`src/rtl/i2c_sect_pkg.sv`:
```
package i2c_sect_pkg;

  typedef enum logic [2:0] {
    ST_IDLE, ST_DEV, ST_WADR, ST_WDAT, ST_RDAT, ST_SKIP
  } bus_st_e;

  function automatic logic [5:0] sect_base(input logic [5:0] a);
    if (a <= 6'h06)      return 6'h00;
    else if (a <= 6'h0F) return 6'h07;
    else if (a <= 6'h15) return 6'h10;
    else if (a <= 6'h1A) return 6'h16;
    else if (a <= 6'h1F) return 6'h1B;
    else if (a <= 6'h27) return 6'h20;
    else if (a <= 6'h29) return 6'h28;
    else if (a <= 6'h2B) return 6'h2A;
    else if (a == 6'h2C) return 6'h2C;
    else if (a == 6'h2D) return 6'h2D;
    else                 return 6'h2E;
  endfunction

  function automatic logic [5:0] sect_last(input logic [5:0] a);
    if (a <= 6'h06)      return 6'h06;
    else if (a <= 6'h0F) return 6'h0F;
    else if (a <= 6'h15) return 6'h15;
    else if (a <= 6'h1A) return 6'h1A;
    else if (a <= 6'h1F) return 6'h1F;
    else if (a <= 6'h27) return 6'h27;
    else if (a <= 6'h29) return 6'h29;
    else if (a <= 6'h2B) return 6'h2B;
    else if (a == 6'h2C) return 6'h2C;
    else if (a == 6'h2D) return 6'h2D;
    else                 return 6'h2F;
  endfunction

  function automatic logic [5:0] sect_next(input logic [5:0] a);
    return (a == sect_last(a)) ? sect_base(a) : a + 6'd1;
  endfunction

endpackage

```
`src/rtl/i2c_line_sync.sv`:
```
module i2c_line_sync #(
  parameter int STAGES = 2
) (
  input  logic clk_i,
  input  logic rst_ni,
  input  logic scl_i,
  input  logic sda_i,
  output logic sda_o,
  output logic scl_rise_o,
  output logic scl_fall_o,
  output logic start_o,
  output logic stop_o
);
  logic [STAGES-1:0] scl_ff, sda_ff;
  logic scl_q, sda_q;

  always_ff @(posedge clk_i or negedge rst_ni) begin
    if (!rst_ni) begin
      scl_ff <= '1;
      sda_ff <= '1;
      scl_q  <= 1'b1;
      sda_q  <= 1'b1;
    end else begin
      scl_ff <= {scl_ff[STAGES-2:0], scl_i};
      sda_ff <= {sda_ff[STAGES-2:0], sda_i};
      scl_q  <= scl_ff[STAGES-1];
      sda_q  <= sda_ff[STAGES-1];
    end
  end

  assign sda_o      = sda_ff[STAGES-1];
  assign scl_rise_o = scl_ff[STAGES-1] & ~scl_q;
  assign scl_fall_o = ~scl_ff[STAGES-1] & scl_q;
  // SDA edges with SCL held high mark bus conditions
  assign start_o = scl_ff[STAGES-1] & scl_q & sda_q & ~sda_ff[STAGES-1];
  assign stop_o  = scl_ff[STAGES-1] & scl_q & ~sda_q & sda_ff[STAGES-1];
endmodule

```
`src/rtl/i2c_snap_buf.sv`:
```
module i2c_snap_buf #(
  parameter int          AW       = 6,
  parameter int          CLK_N    = 7,
  parameter int          ALM_N    = 6,
  parameter logic [5:0]  ALM_BASE = 6'h10
) (
  input  logic               clk_i,
  input  logic               rst_ni,
  input  logic               cap_i,
  input  logic [CLK_N*8-1:0] time_i,
  input  logic [ALM_N*8-1:0] alarm_i,
  input  logic [AW-1:0]      addr_i,
  output logic               hit_o,
  output logic [7:0]         data_o
);
  logic [7:0] clk_q [CLK_N];
  logic [7:0] alm_q [ALM_N];

  for (genvar g = 0; g < CLK_N; g++) begin : g_clk
    always_ff @(posedge clk_i or negedge rst_ni) begin
      if (!rst_ni)    clk_q[g] <= '0;
      else if (cap_i) clk_q[g] <= time_i[g*8 +: 8];
    end
  end

  for (genvar g = 0; g < ALM_N; g++) begin : g_alm
    always_ff @(posedge clk_i or negedge rst_ni) begin
      if (!rst_ni)    alm_q[g] <= '0;
      else if (cap_i) alm_q[g] <= alarm_i[g*8 +: 8];
    end
  end

  always_comb begin
    hit_o  = 1'b0;
    data_o = '0;
    for (int k = 0; k < CLK_N; k++) begin
      if (addr_i == AW'(k)) begin
        hit_o  = 1'b1;
        data_o = clk_q[k];
      end
    end
    for (int k = 0; k < ALM_N; k++) begin
      if (addr_i == AW'(ALM_BASE) + AW'(k)) begin
        hit_o  = 1'b1;
        data_o = alm_q[k];
      end
    end
  end
endmodule

```
`src/rtl/i2c_sect_regif.sv`:
```
module i2c_sect_regif
  import i2c_sect_pkg::*;
#(
  parameter logic [6:0] REG_DEV  = 7'h6F,
  parameter logic [6:0] MEM_DEV  = 7'h57,
  parameter logic [7:0] REG_LAST = 8'h2F,
  parameter int         CLK_N    = 7,
  parameter int         ALM_N    = 6,
  parameter logic [5:0] ALM_BASE = 6'h10,
  parameter int         MEM_AW   = 7,
  parameter int         SYNC_N   = 2
) (
  input  logic               clk_i,
  input  logic               rst_ni,
  input  logic               scl_i,
  input  logic               sda_i,
  output logic               sda_oe_o,
  output logic [5:0]         reg_raddr_o,
  input  logic [7:0]         reg_rdata_i,
  input  logic [CLK_N*8-1:0] time_i,
  input  logic [ALM_N*8-1:0] alarm_i,
  input  logic               rtc_wr_en_i,
  output logic               reg_we_o,
  output logic [MEM_AW-1:0]  mem_raddr_o,
  input  logic [7:0]         mem_rdata_i,
  output logic               mem_we_o,
  output logic [MEM_AW-1:0]  wr_addr_o,
  output logic [7:0]         wr_data_o
);
  localparam int         REG_AW   = 6;
  localparam logic [5:0] CLK_LAST = 6'(CLK_N - 1);

  logic sda_s, scl_rise, scl_fall, bus_start, bus_stop;
  bus_st_e st;
  logic [3:0] bitcnt;
  logic ack_ph, mack, mem_sel, oe_q, cap_q, reg_we_q, mem_we_q;
  logic [7:0] shreg, wr_data_q;
  logic [6:0] txq;
  logic [REG_AW-1:0] reg_ptr;
  logic [MEM_AW-1:0] mem_ptr, wr_addr_q;
  logic snap_hit;
  logic [7:0] snap_data, rd_byte;
  logic dev_reg, dev_mem, wadr_ok;

  i2c_line_sync #(.STAGES(SYNC_N)) i_sync (
    .clk_i, .rst_ni, .scl_i, .sda_i,
    .sda_o(sda_s), .scl_rise_o(scl_rise), .scl_fall_o(scl_fall),
    .start_o(bus_start), .stop_o(bus_stop)
  );

  i2c_snap_buf #(.AW(REG_AW), .CLK_N(CLK_N), .ALM_N(ALM_N), .ALM_BASE(ALM_BASE)) i_snap (
    .clk_i, .rst_ni, .cap_i(cap_q), .time_i, .alarm_i,
    .addr_i(reg_ptr), .hit_o(snap_hit), .data_o(snap_data)
  );

  assign dev_reg = (shreg[7:1] == REG_DEV);
  assign dev_mem = (shreg[7:1] == MEM_DEV);
  assign wadr_ok = mem_sel ? (shreg[7:MEM_AW] == '0) : (shreg <= REG_LAST);
  assign rd_byte = mem_sel ? mem_rdata_i : (snap_hit ? snap_data : reg_rdata_i);

  always_ff @(posedge clk_i or negedge rst_ni) begin
    if (!rst_ni) begin
      st <= ST_IDLE; bitcnt <= '0; ack_ph <= 1'b0; mack <= 1'b0;
      mem_sel <= 1'b0; oe_q <= 1'b0; cap_q <= 1'b0;
      reg_we_q <= 1'b0; mem_we_q <= 1'b0;
      shreg <= '0; txq <= '0; wr_data_q <= '0; wr_addr_q <= '0;
      reg_ptr <= '0; mem_ptr <= '0;
    end else begin
      reg_we_q <= 1'b0;
      mem_we_q <= 1'b0;
      cap_q    <= 1'b0;
      if (bus_start) begin
        st <= ST_DEV; bitcnt <= '0; ack_ph <= 1'b0; oe_q <= 1'b0;
      end else if (bus_stop) begin
        st <= ST_IDLE; bitcnt <= '0; ack_ph <= 1'b0; oe_q <= 1'b0;
      end else if (st != ST_IDLE && st != ST_SKIP) begin
        if (scl_rise) begin
          if (ack_ph) mack <= ~sda_s;  // own ACK after address reads as master ACK
          else begin
            shreg  <= {shreg[6:0], sda_s};
            bitcnt <= bitcnt + 4'd1;
          end
        end else if (scl_fall) begin
          if (ack_ph) begin
            ack_ph <= 1'b0;
            oe_q   <= 1'b0;
            if (st == ST_RDAT) begin
              if (mack) begin
                txq  <= rd_byte[6:0];
                oe_q <= ~rd_byte[7];
              end else st <= ST_SKIP;
            end
          end else if (bitcnt == 4'd8) begin
            bitcnt <= '0;
            ack_ph <= 1'b1;
            unique case (st)
              ST_DEV: begin
                if (dev_reg || dev_mem) begin
                  oe_q    <= 1'b1;
                  mem_sel <= dev_mem;
                  st      <= shreg[0] ? ST_RDAT : ST_WADR;
                  cap_q   <= shreg[0] & dev_reg;
                end else st <= ST_SKIP;
              end
              ST_WADR: begin
                if (wadr_ok) begin
                  oe_q <= 1'b1;
                  st   <= ST_WDAT;
                  if (mem_sel) mem_ptr <= shreg[MEM_AW-1:0];
                  else         reg_ptr <= shreg[REG_AW-1:0];
                end else st <= ST_SKIP;
              end
              ST_WDAT: begin
                oe_q      <= 1'b1;
                wr_data_q <= shreg;
                if (mem_sel) begin
                  mem_we_q  <= 1'b1;
                  wr_addr_q <= mem_ptr;
                  mem_ptr   <= mem_ptr + 1'b1;
                end else begin
                  reg_we_q  <= (reg_ptr > CLK_LAST) | rtc_wr_en_i;
                  wr_addr_q <= MEM_AW'(reg_ptr);
                  reg_ptr   <= sect_next(reg_ptr);
                end
              end
              ST_RDAT: begin
                oe_q <= 1'b0;
                if (mem_sel) mem_ptr <= mem_ptr + 1'b1;
                else         reg_ptr <= sect_next(reg_ptr);
              end
              default: st <= ST_SKIP;
            endcase
          end else if (st == ST_RDAT) begin
            oe_q <= ~txq[6];
            txq  <= {txq[5:0], 1'b0};
          end
        end
      end
    end
  end

  assign sda_oe_o    = oe_q;
  assign reg_raddr_o = reg_ptr;
  assign mem_raddr_o = mem_ptr;
  assign reg_we_o    = reg_we_q;
  assign mem_we_o    = mem_we_q;
  assign wr_addr_o   = wr_addr_q;
  assign wr_data_o   = wr_data_q;

  a_r5_clk_gate: assert property (@(posedge clk_i) disable iff (!rst_ni)
    (reg_we_o && wr_addr_o[REG_AW-1:0] <= CLK_LAST) |-> $past(rtc_wr_en_i));
  a_r3_stay_in_sect: assert property (@(posedge clk_i) disable iff (!rst_ni)
    reg_we_o |-> sect_base(reg_ptr) == sect_base(wr_addr_o[REG_AW-1:0]));
  a_r2_reg_range: assert property (@(posedge clk_i) disable iff (!rst_ni)
    reg_we_o |-> ({1'b0, wr_addr_o} <= REG_LAST));
  a_r9_one_space: assert property (@(posedge clk_i) disable iff (!rst_ni)
    $onehot0({reg_we_o, mem_we_o}));
  a_r10_idle_quiet: assert property (@(posedge clk_i) disable iff (!rst_ni)
    (st == ST_IDLE) |-> !sda_oe_o);
  a_r11_skip_release: assert property (@(posedge clk_i) disable iff (!rst_ni)
    (st == ST_SKIP) |-> !sda_oe_o);
endmodule

```
`config.mk`:
```
export PLATFORM = sky130hd
export DESIGN_NAME = i2c_sect_regif
export DESIGN_NICKNAME = d
export VERILOG_FILES = /design/src/rtl/i2c_sect_pkg.sv /design/src/rtl/i2c_line_sync.sv /design/src/rtl/i2c_snap_buf.sv /design/src/rtl/i2c_sect_regif.sv
export SDC_FILE = /design/constraint.sdc
export NUM_CORES = 1
export LEC_CHECK = 0
export BUFFER_PORTS_ARGS = -buffer_cell sky130_fd_sc_hd__buf_4
export CAP_MARGIN = 20
export CORE_ASPECT_RATIO = 1.1
export CORE_MARGIN = 2
export CORE_UTILIZATION = 51
export CTS_CLUSTER_DIAMETER = 150
export DETAILED_ROUTE_END_ITERATION = 8
export PLACE_DENSITY = 0.77
export SKIP_LAST_GASP = 1
export SYNTH_ARGS = -nofsm -noshare
export SYNTH_HDL_FRONTEND = slang
export SYNTH_HIERARCHICAL = 1
export SYNTH_SLANG_ARGS = --single-unit
```
`constraint.sdc`:
```
create_clock -name clk_i -period 2.47 [get_ports clk_i]
set_input_delay 0.1235 -clock clk_i [delete_from_list [all_inputs] [get_ports clk_i]]
set_output_delay 0.1235 -clock clk_i [all_outputs]
set_load 0.03 [all_outputs]
```
Yosys cells after proc, flatten, opt, wreduce, memory -nomap -nowiden
Cells that the tools add are included.
Operators by class
  $add $sub $neg: 3
  multipliers: 0
  div/mod/pow operators: 0
  order comparisons: 10
  equality and inequality tests: 40
  shift-type cells: 0
  mux-type cells: 151
  bitwise operators: 20
  reductions and logical operators: 25
Operator list (count)
  $mux W6: 39
  $mux W8: 15
  $mux W7: 9
  $mux W1: 60
  $mux W3: 13
  $eq A6 B5 Y1 const B: 6
  $mux W4: 8
  $eq A6 B3 Y1 const B: 3
  $le A6 B5 Y1 const B: 3
  $le A6 B6 Y1 const B: 3
  $pmux W6 S3: 1
  $reduce_and A8 Y1: 2
  $reduce_and A5 Y1: 3
  $eq A7 B7 Y1 const B: 2
  $pmux W7 S2: 1
  $reduce_and A7 Y1: 2
  $eq A6 B2 Y1 const B: 2
  $eq A6 B6 Y1: 2
  $eq A6 B6 Y1 const B: 2
  $ne A2 B2 Y1 const B: 6
  $ne A4 B4 Y1 const B: 3
  $ne A6 B6 Y1 const B: 2
  $reduce_and A12 Y1: 1
  $reduce_bool A3 Y1: 4
  other kinds (33): 57
Storage, ports and cells
  register bits: 167
  latch bits: 0
  bits in writable memories: 0
  memory bits (read-only): 0
  input port bits: 125
  output and inout bits: 31
  word-level logic and storage cells: 281
  memories: 0

Longest topological paths before layout
Gate-level depths: netlist (run 1).
  word-level depth: 25
  gate-level depth with buffers: 13
  gate-level depth less buffers: 10

By module
The synthesis (run 1) kept the hierarchy.
By module, submodules not included
  i2c_snap_buf: times used 1, cells an instance 406, area each 5012.3 um^2, sequential area each 2602.5 um^2
  i2c_sect_regif: times used 1, cells an instance 393, area each 3545.9 um^2, sequential area each 1426.4 um^2
  i2c_line_sync: times used 1, cells an instance 10, area each 190.2 um^2, sequential area each 157.7 um^2

Least setup slack after synthesis (run 1)
OpenSTA, ideal clock, no wires.
  kind: register to register
  start: register reg_ptr[0] (netlist: reg_raddr_o[0])
  end: register reg_ptr[5] (netlist: reg_raddr_o[5])
  library setup time: 0.136 ns
  arrival time: 2.720 ns
  data required time: 2.334 ns
  slack: -0.387 ns
  cell stages (with the launch flop): 11
  path buffers: 1
  period minus slack after synthesis: 2.857 ns
  cells stage by stage: dfrtp_1 clkbuf_1 inv_1 ha_1 and2_1 a2111oi_1 o31ai_2 xnor2_1 nor3_4 o311ai_1 nand3_1
On the way
  word-level cells in the longest chain between the ends: 24
  elaborated cells between the ends (all ways): 53
  classes of those cells: add/sub: 1; order compare: 8; eq/ne: 4; mux: 40
RTL lines
  start, declared: line i2c_sect_regif.sv:39  | logic [REG_AW-1:0] reg_ptr;
  start signal, assigned: line i2c_sect_regif.sv:110  | else reg_ptr <= shreg[REG_AW-1:0];
  start signal, assigned: line i2c_sect_regif.sv:123  | reg_ptr <= sect_next(reg_ptr);
  start signal, assigned: line i2c_sect_regif.sv:129  | else reg_ptr <= sect_next(reg_ptr);
  branches (longest 23 deep; another with $le A6 B6 Y1)
  $pmux W6 S3 *: line i2c_sect_regif.sv:96  | unique case (st)
Mark *: on every way between the ends. The select of a mux whose other input is x is not followed.
A chain may end at the register's enable or synchronous reset.

Worst setup path after layout (run 1)
  start: register reg_ptr[4] (netlist: reg_raddr_o[4])
  end: register txq[6]
On the way
  word-level cells in the longest chain between the ends: 19
  elaborated cells between the ends (all ways): 44
  classes of those cells: eq/ne: 12; mux: 31; reduce/logical: 1
RTL lines
  $logic_not A6 Y1: line i2c_snap_buf.sv:37  | if (addr_i == AW'(k)) begin
  $mux W8 (7 in a row): line i2c_snap_buf.sv:37
  $mux W8 (5 in a row): line i2c_snap_buf.sv:43  | if (addr_i == AW'(ALM_BASE) + AW'(k)) begin
  $mux W8 *: line i2c_snap_buf.sv:43
  via snap_data[6]: line i2c_sect_regif.sv:42  | logic [7:0] snap_data, rd_byte;
  $mux W8 * (2 in a row): line i2c_sect_regif.sv:59  | assign rd_byte = mem_sel ? mem_rdata_i : (snap_hit ? snap_data : reg_rdata_i);
  $mux W7 *: line i2c_sect_regif.sv:88  | if (mack) begin
  $mux W7 *: line i2c_sect_regif.sv:87  | if (st == ST_RDAT) begin
  $mux W7 *: line i2c_sect_regif.sv:84  | if (ack_ph) begin
  end signal, assigned: line i2c_sect_regif.sv:89  | txq <= rd_byte[6:0];
  end signal, assigned: line i2c_sect_regif.sv:135  | txq <= {txq[5:0], 1'b0};
  end, declared: line i2c_sect_regif.sv:38  | logic [6:0] txq;
Mark *: on every way through the listed nets, which the timed path passes. The rest lies on a longest branch. The select of a mux whose other input is x is not followed.

==> results of run 1 <==
## stage by stage
| stage | cell area (sq um) | power [mW] | std cells |
|---|---|---|---|
| 3_5_place_dp | 10700 | 3.42 | 1204 |
| 6_report | 12700 | 6.07 | 1368 |
| 3_3_place_gp | 10700 | 3.41 | 1204 |
| 5_1_grt | 12700 | 6.26 | 1368 |
| 2_1_floorplan | 8830 | 3.11 | 809 |
| 4_1_cts | 12400 | 6.07 | 1345 |
## flip-flops by register name (all words and copies together) (netlist names), 2 cells and up
name / count
wr_data_o: 8
st: 3
mem_raddr_o: 7
i_sync/sda_ff: 2
i_sync/scl_ff: 2
i_snap/alm_q: 48
i_snap/clk_q: 56
wr_addr_o: 7
txq: 7
bitcnt: 4
reg_raddr_o: 6
shreg: 8
## power by group
group	switching [mW]	internal [mW]	total (mW)
Combinational	0.256	0.347	0.603
Clock	1.21	1.35	2.55
Sequential	0.112	2.80	2.92
Total	1.58	4.50	6.07
## kinds of logic after synthesis
family | synth area share
compound gates | 0.140
xor+xnor | 0.00401
fa+ha+maj | 0.0129
buf+inv | 0.0360
flops | 0.479
mux | 0.189
simple gates | 0.140
## layout by cell type, fill, tap and decap left out, types with 6 or more instances in the layout
cell type      netlist  final
nand2_1             84     83
a31oi_1             16     16
o21ai_1              2      9
nor2_1              33     32
dfrtp_1            161    154
a21oi_1             43     42
buf_4                4    247
mux2_2             108    108
nand3_1             24     24
dfstp_2              6      6
nand2b_1             6      6
o211ai_1             7      7
o22ai_1             10      9
mux2i_1             35     34
inv_1               17     14
dlygate4sd3_1        0    108
dfrtp_2              0      6
nor2b_1             13     11
clkbuf_16            0     17
buf_12               0      7
nand4_1              7      7
nor3_1              17     12
o21ai_0             47     40
## cells in the mapped netlist (9+ instances only)
library cell  instances
buf_2                15
o21ai_0              47
mux2_2              108
inv_1                17
nand2_1              84
dfrtp_1             161
nor2b_1              13
nand3_1              24
ha_1                  9
mux2i_1              35
nor2_1               33
o22ai_1              10
nor3_1               17
a21oi_1              43
a31oi_1              16
clkbuf_1             28
## worst max-delay path, cell delays in order, from the launching register on
cell     delay (ns)
dfrtp_2        0.46
or4b_4         0.57
buf_8          0.17
buf_4          0.14
o22ai_1        0.19
a21o_1         0.21
a31oi_1        0.11
a31oi_1        0.27
mux2i_1        0.12
o21ai_0        0.15
mux2i_1        0.09
o21ai_1        0.12
## routing by layer
layer / routed length [um] / part of all wire / up-vias / track usage
li1: - / - / 3652 / -
met1: 11100 / 0.41 / 3943 / 0.386
met2: 13600 / 0.50 / 362 / 0.490
met3: 1700 / 0.063 / 72 / 0.0524
met4: 847 / 0.031 / 0 / 0.117
met5: 0 / 0 / - / 0
## worst max-delay path by stage
stage / slack (ns) / endpoint / cells after the start / startpoint
after detailed placement: -0.16 / txq[2]$_DFFE_PN0P_ / 9 / reg_raddr_o[5]$_DFFE_PN0P_
after global routing: -0.28 / txq[6]$_DFFE_PN0P_ / 11 / reg_raddr_o[4]$_DFFE_PN0P_
after global placement: -0.07 / txq[2]$_DFFE_PN0P_ / 9 / reg_raddr_o[5]$_DFFE_PN0P_
after CTS: -0.02 / reg_raddr_o[2]$_DFFE_PN0P_ / 9 / reg_raddr_o[0]$_DFFE_PN0P_
after floorplan: -0.01 / sda_oe_o$_DFFE_PN0P_ / 11 / reg_raddr_o[4]$_DFFE_PN0P_
final: -0.20 / txq[6]$_DFFE_PN0P_ / 11 / reg_raddr_o[4]$_DFFE_PN0P_
## timing repair
action,CTS,global route
endpoints found under the hold margin,166,0
hold buffers,108,0
setup buffers,1,21
resized for setup,11,44
setup endpoints to repair,10,19
pin swaps,1,25
gates cloned,0,1
## area by class of cell
type,instances,area share
multi-input combinational,572,0.350
sequential,167,0.330
timing repair buffer,371,0.251
clock buffer,20,0.0351
tap,208,0.0204
clock inverter,12,0.00845
inverter,18,0.00580
==> run summary, run 1 <==
crit path DAT -> 3.03 ns
vias per cell -> 5.87
H-Tree Depth -> 4
root buffer cell -> clkbuf_16
failing checks -> negative setup slack
FF-to-FF Start -> reg_raddr_o[4]$_DFFE_PN0P_
diode count -> 0
reg-to-reg endpoint -> txq[6]$_DFFE_PN0P_
DRT Wirelength -> 27.2 mm
top-area cell type share of the netlist area -> 0.461
post-route setup TNS -> -0.533 ns
Nets -> 1281
Mapped Area -> 0.00875 sq mm
CP Max Fanout -> 11
Yosys top cell by area -> dfrtp_1
TritonCTS clock tree -> done
Post-synth top flop -> dfrtp_1
Worst-path clk slew -> 0.07 ns
R2R Setup Slk -> -0.20 ns
die width -> 129 um
Buffers on Ports -> 155
Final Cycle Share -> 1.08
Setup WS pre-CTS -> -0.160 ns
EDFF count, synth -> 0
Worst setup EP type -> flip-flop
Vert. Die Dim -> 141 um
layout filler cell count -> 1067
latest clock arrival within the worst-skew pair -> 0.44 ns
footprint of the multi-input gates -> 0.00446 sq mm
vias in the first global route -> 8170
remaining global-route overflow -> 0
DRC viols -> 0
Synth async-reset ratio -> 1.00
TritonCTS Buffers -> 17
Worst-Margin Slew -> 0.625 ns
VDD IR-drop max -> 540 uV
first-pass GRT wire length -> 41.9 mm
initial core utilization -> 0.518
warnings from Yosys -> 6
Mean Syn Cell Area -> 10.8 sq um
Vias -> 8029
area growth from synthesis to layout -> 45.6%
RSZ-0062 raised after global routing -> true
top cells by area, synth -> dfrtp_1, mux2_2, mux2i_1, nand2_1, o21ai_0
max cap viols -> 0
Lkg Pwr -> 6.00 nW
row count -> 50
pwr/cell area -> 477 mW/mm^2
Hold EP -> txq[0]$_DFFE_PN0P_
IO Pins -> 156
Netlist cell types -> 81
WL per Instance -> 19.9 um
RePlAce Congestion -> 0.892
Hold Slack -> 0.0883 ns
largest net degree at the start of global routing -> 68
Reg2Reg Depth -> 11
min cycle time layout -> 2.67 ns
Starting DRT DRC Count -> 796
setup violators final -> 7
kind of critical path -> reg -> reg
CP startpoint kind -> flip-flop
syn nets -> 943
max-slew violations -> 0
initial antenna violation count -> 0
share of post-route cells with drive strength above 1 -> 0.405
Antenna Nets Post-Route -> 0
hpwl dp -> 17.1 mm
Fmax -> 374 MHz
Clock Tree Buf Depth -> 2
sequential area share after synthesis -> 0.479
final core occ -> 0.754
Worst Path Required -> 2.82 ns
setup ws final -> -0.204 ns
Yosys reg bits -> 167
die area -> 0.0182 sq mm
post-synthesis cell count -> 809
status -> finished with violations
GR Util All Layers -> 0.295
Hold Crit Class -> in -> reg
hold_sp -> mem_rdata_i[0]
clk sinks -> 167
Seq. cell area -> 0.00420 sq mm
Pre-antenna DRT Iters -> 5
Core Area -> 0.0169 sq mm
Rel. slew slack -> 0.584
final hold violation count -> 0
clk_skew -> 0.0157 ns
hold-critical path depth -> 3
(Power assumes the default switching activity.)
==> inputs of run 2 (changes only) <==
==> constraint.sdc (replaced) <==
create_clock -name clk_i -period 2.47 [get_ports clk_i]
set_input_delay 0.6175 -clock clk_i [delete_from_list [all_inputs] [get_ports clk_i]]
set_output_delay 0.6175 -clock clk_i [all_outputs]
set_load 0.03 [all_outputs]
==> run 2 against run 1 <==
The flow still finishes with violations (negative setup slack). Global-route usage fell by 2.3 points. Largest power group unchanged. Core utilization fell by 5.8 points. Non-clock buffer count fell by 106. First-iteration DRC count fell by 14%. Die area did not move.
==> run summary, run 2 (synthesis gave the netlist of run 1 again) <==
status -> finished with violations
failing checks -> negative setup slack
Core Area -> 0.0169 sq mm
max-slew violations -> 0
share of post-route cells with drive strength above 1 -> 0.460
max cap viols -> 0
Worst setup EP type -> flip-flop
vias per cell -> 5.97
clk_skew -> 0.0126 ns
kind of critical path -> reg -> reg
Vias -> 7535
GR Util All Layers -> 0.272
DRT Wirelength -> 24.9 mm
Hold Slack -> 0.101 ns
Worst Path Required -> 2.77 ns
Setup WS pre-CTS -> -0.107 ns
setup violators final -> 6
TritonCTS clock tree -> done
latest clock arrival within the worst-skew pair -> 0.43 ns
Buffers on Ports -> 155
initial core utilization -> 0.518
die width -> 129 um
H-Tree Depth -> 4
leading cell type in the layout, fill and taps excluded -> buf_4
Clock Tree Buf Depth -> 2
layout filler cell count -> 1190
hpwl dp -> 17.4 mm
WL per Instance -> 19.7 um
Rel. slew slack -> 0.618
GR met1 Demand/Resource -> 0.369
vias in the first global route -> 7504
Cell Area, Placed -> 0.0107 sq mm
clk sinks -> 167
Worst-Margin Slew -> 0.573 ns
first-pass GRT wire length -> 38.6 mm
top flop regs -> i_snap/clk_q: 56 flops, i_snap/alm_q: 48 flops
Nets -> 1176
FF-to-FF Start -> reg_raddr_o[0]$_DFFE_PN0P_
most frequent cells in the layout -> buf_4, dfrtp_1, mux2_2
crit path DAT -> 2.88 ns
Hold Crit Class -> in -> async
row count -> 50
Worst-path clk slew -> 0.07 ns
min cycle time layout -> 2.58 ns
Final Cell Area -> 0.0118 sq mm
CP startpoint kind -> flip-flop
diode count -> 0
Starting DRT DRC Count -> 683
area growth from synthesis to layout -> 34.4%
RSZ-0062 raised after global routing -> true
GRT busiest layer -> met2
Lkg Pwr -> 5.59 nW
IO Pins -> 156
DRC viols -> 0
Post-CTS Hold Buffers -> 0
pwr/cell area -> 517 mW/mm^2
Pre-antenna DRT Iters -> 6
die area -> 0.0182 sq mm
VDD IR-drop max -> 490 uV
final hold violation count -> 0
final core occ -> 0.696
remaining global-route overflow -> 0
root buffer cell -> clkbuf_16
Fmax -> 387 MHz
CP Launch Point -> reg_raddr_o[0]$_DFFE_PN0P_
CP Max Fanout -> 7
largest net degree at the start of global routing -> 57
initial antenna violation count -> 0
TritonCTS Buffers -> 17
M2 GR Usage -> 0.437
setup ws final -> -0.112 ns
max FFs per register -> 56
Reg with most FFs -> i_snap/clk_q
Final Cycle Share -> 1.05
met3 Track Usage GR -> 0.0486
RePlAce Congestion -> 0.976
Vert. Die Dim -> 141 um
Antenna Nets Post-Route -> 0
[run 2: cell count changes in the layout (fill, tap and decap cells not counted), sizes merged]
cell,before,now
bufinv,0,2
clkbuf,20,21
inv,24,23
or4b,5,6
dlygate4sd3,108,0
clkinvlp,3,2
buf,263,265
clkinv,3,2
[run 2: where the power goes]
part / internal (mW) / total (mW) / switching [mW] / leakage [nW]
combinational: 0.234 / 0.455 / 0.221 / 3.08
clock: 1.54 / 2.69 / 1.15 / 0.281
sequential: 2.81 / 2.93 / 0.126 / 2.22
[run 2: per-layer routing]
metal | vias to the layer above | part of all wire
li1 | 3456 | -
met1 | 3682 | 0.43
met2 | 333 | 0.48
met3 | 64 | 0.062
met4 | 0 | 0.029
met5 | - | 0
[run 2: stage by stage]
| step | total power, mW | TNS (ns) | instances |
|---|---|---|---|
| floorplan | 3.11 | -0.0150 | 809 |
| global placement | 3.41 | -0.125 | 1211 |
| detailed placement | 3.42 | -0.512 | 1211 |
| CTS | 6.10 | -0.0621 | 1257 |
| global route | 6.27 | -1.28 | 1263 |
| finish | 6.08 | -0.336 | 1263 |
[run 2: final cells by class]
cell class	count	area [sq um]	area share
multi-input combinational	573	4530	0.385
tap	208	260	0.0221
inverter	18	70.1	0.00596
sequential	167	4200	0.357
clock inverter	11	139	0.0118
timing repair buffer	265	2110	0.180
clock buffer	21	450	0.0383
[run 2: final timing paths]
| path | to | slack, ns | cells past startpoint |
|---|---|---|---|
| worst min register to register | i_sync/sda_ff[1]$_DFF_PN1_ | 0.36 | 0 |
| worst min-delay path | i_snap/clk_q[24]$_DFFE_PN0P_ | 0.10 | 1 |
| worst max register to register | txq[5]$_DFFE_PN0P_ | -0.11 | 12 |
| worst max-delay path | txq[5]$_DFFE_PN0P_ | -0.11 | 12 |
| max in group asynchronous | cap_q$_DFF_PN0_ | 1.66 | 2 |
| min in group clk_i | i_sync/scl_ff[0]$_DFF_PN1_ | 0.29 | 1 |
[run 2: what timing repair did]
action	CTS	global route
cloned	2	0
buffers inserted	12	5
pin swaps	14	28
resized for setup	28	44
endpoints found under the setup margin	9	15
[run 2: critical path: stages, from the launching register on]
cell,delay [ns]
dfrtp_2,0.43
buf_12,0.15
buf_6,0.12
buf_6,0.10
mux4_2,0.44
nand2_1,0.09
a22o_1,0.20
a21oi_2,0.09
a221o_1,0.28
mux2i_1,0.13
o21ai_1,0.09
mux2i_1,0.22
o21ai_1,0.12
==> inputs of run 3 (changes only) <==
- MAX_ROUTING_LAYER: not set -> met4
==> run 3 against run 2 <==
Sequential power about the same. Critical path depth decreased by 2. Clock-buffer cell count decreased by 1. Worst hold slack improved by 0.0029 ns. Maximum frequency increased by 3.7%. Routed wire length decreased by 4.3%. Non-clock buffer count decreased by 3. Sequential cell count unchanged. The run still ends with negative setup slack left. Largest power group unchanged. Via count decreased by 2.1%. Critical path type unchanged. Power increased by 3.3%.
==> run summary, run 3 (synthesis gave the netlist of run 1 again) <==
die area -> 0.0182 sq mm
RePlAce Congestion -> 0.964
initial core utilization -> 0.518
max FFs per register -> 56
Pwr Total -> 6.28 mW
clk_skew -> 0.00935 ns
diode count -> 0
Worst-path clk slew -> 0.07 ns
remaining global-route overflow -> 0
Buffers on Ports -> 155
setup violators final -> 1
kind of critical path -> reg -> reg
H-Tree Depth -> 4
Worst setup EP type -> flip-flop
top flop regs -> i_snap/clk_q: 56 flops, i_snap/alm_q: 48 flops
TritonCTS clock tree -> done
vias in the first global route -> 7418
combinational share of power -> 0.073
status -> finished with violations
root buffer cell -> clkbuf_16
largest net degree at the start of global routing -> 111
IO Pins -> 156
crit path DAT -> 2.82 ns
first-pass GRT wire length -> 37.9 mm
Reg2Reg Depth -> 10
final hold violation count -> 0
Pre-antenna DRT Iters -> 5
Final Cell Area -> 0.0117 sq mm
row count -> 50
max cap viols -> 0
Post-CTS Hold Buffers -> 0
Nets -> 1171
Worst-Margin Slew -> 0.583 ns
Clock Power Share -> 0.460
placed cells -> 1207
VDD IR-drop max -> 516 uV
RSZ-0062 raised after global routing -> true
latest clock arrival within the worst-skew pair -> 0.44 ns
vias per cell -> 5.86
Reg with most FFs -> i_snap/clk_q
Antenna Nets Post-Route -> 0
Hold Crit Class -> in -> async
Setup WS pre-CTS -> -0.0752 ns
Core Area -> 0.0169 sq mm
setup ws final -> -0.0193 ns
die width -> 129 um
initial antenna violation count -> 0
Starting DRT DRC Count -> 567
TritonCTS Buffers -> 17
failing checks -> negative setup slack
max-slew violations -> 0
Pint -> 4.78 mW
hpwl dp -> 16.8 mm
DRT Wirelength -> 23.8 mm
CP Max Fanout -> 9
CP startpoint kind -> flip-flop
Final Cycle Share -> 1.01
Vias -> 7373
switch share -> 0.238
most frequent cells in the layout -> buf_4, dfrtp_1, mux2_2
Net Switching -> 1.50 mW
Worst Path Required -> 2.80 ns
clk sinks -> 167
post-route setup TNS -> -0.0193 ns
Rel. slew slack -> 0.610
Vert. Die Dim -> 141 um
min cycle time layout -> 2.49 ns
WL per Instance -> 18.9 um
pwr/cell area -> 538 mW/mm^2
DRC viols -> 0
Seq pwr share -> 0.467
Lkg Pwr -> 5.57 nW
Fmax -> 402 MHz
leading cell type in the layout, fill and taps excluded -> buf_4
Cell Area, Placed -> 0.0107 sq mm
final non-filler cell total -> 1258
share of post-route cells with drive strength above 1 -> 0.445
area growth from synthesis to layout -> 33.3%
Clock Tree Buf Depth -> 2
GR Util All Layers -> 0.274
-- run 3: cell types whose count changed in the layout (fill, tap and decap cells not counted), sizes merged --
cell	delta
clkinv	-1
buf	-3
clkbuf	-1
or4b	-2
bufinv	+2
-- run 3: final cells by class --
cell class	instances	area, sq um
clock buffers	20	447
inverters	18	71.3
multi-input cells	571	4430
flip-flops and latches	167	4200
well taps	208	260
clock inverters	12	188
repair buffers	262	2070
fillers	1269	5230
-- run 3: what timing repair did --
action / CTS / global route
pin swaps: 5 / 22
setup buffers: 2 / 16
hold endpoints to repair: 0 / 0
endpoints found under the setup margin: 10 / 16
resized for setup: 9 / 32
-- run 3: layer usage --
metal | share of wire | track usage | up-vias
met1 | 0.44 | 0.379 | 3625
met2 | 0.48 | 0.411 | 259
li1 | - | - | 3440
met3 | 0.054 | 0.0370 | 49
met5 | 0 | - | -
met4 | 0.027 | 0.110 | 0
-- run 3: worst max-delay path, cell delays in order, from the launching register on --
cell,delay [ns]
dfrtp_2,0.43
or4b_4,0.63
buf_4,0.18
o22ai_1,0.16
a21o_1,0.17
a31oi_1,0.11
a31oi_1,0.22
mux2i_1,0.11
nor2_1,0.10
a21oi_1,0.05
o31ai_1,0.22
-- run 3: power by group through the flow --
stage	logic, mW	clock network [mW]	registers [mW]
finish	0.457	2.89	2.93
global route	0.509	3.05	2.94
CTS	0.463	2.93	2.92
detailed placement	0.446	0	2.97
global placement	0.436	0	2.97
floorplan	0.191	0	2.92
-- run 3: worst paths after layout --
check	from	to	slack (ns)
hold / removal	rst_ni	i_snap/clk_q[32]$_DFFE_PN0P_	0.10
min in group clk_i	sda_i	i_sync/sda_ff[0]$_DFF_PN1_	0.29
hold reg to reg	i_sync/scl_ff[0]$_DFF_PN1_	i_sync/scl_ff[1]$_DFF_PN1_	0.36
max in group asynchronous	rst_ni	i_snap/alm_q[19]$_DFFE_PN0P_	1.62
setup reg to reg	reg_raddr_o[4]$_DFFE_PN0P_	txq[0]$_DFFE_PN0P_	-0.02
setup / recovery	reg_raddr_o[4]$_DFFE_PN0P_	txq[0]$_DFFE_PN0P_	-0.02
-- run 3: through the flow --
step	util	hold WS (ns)
finish	0.691	0.104
detailed placement	0.635	0.347
global route	0.691	0.139
CTS	0.676	0.121
floorplan	-	0.322
global placement	0.635	0.347
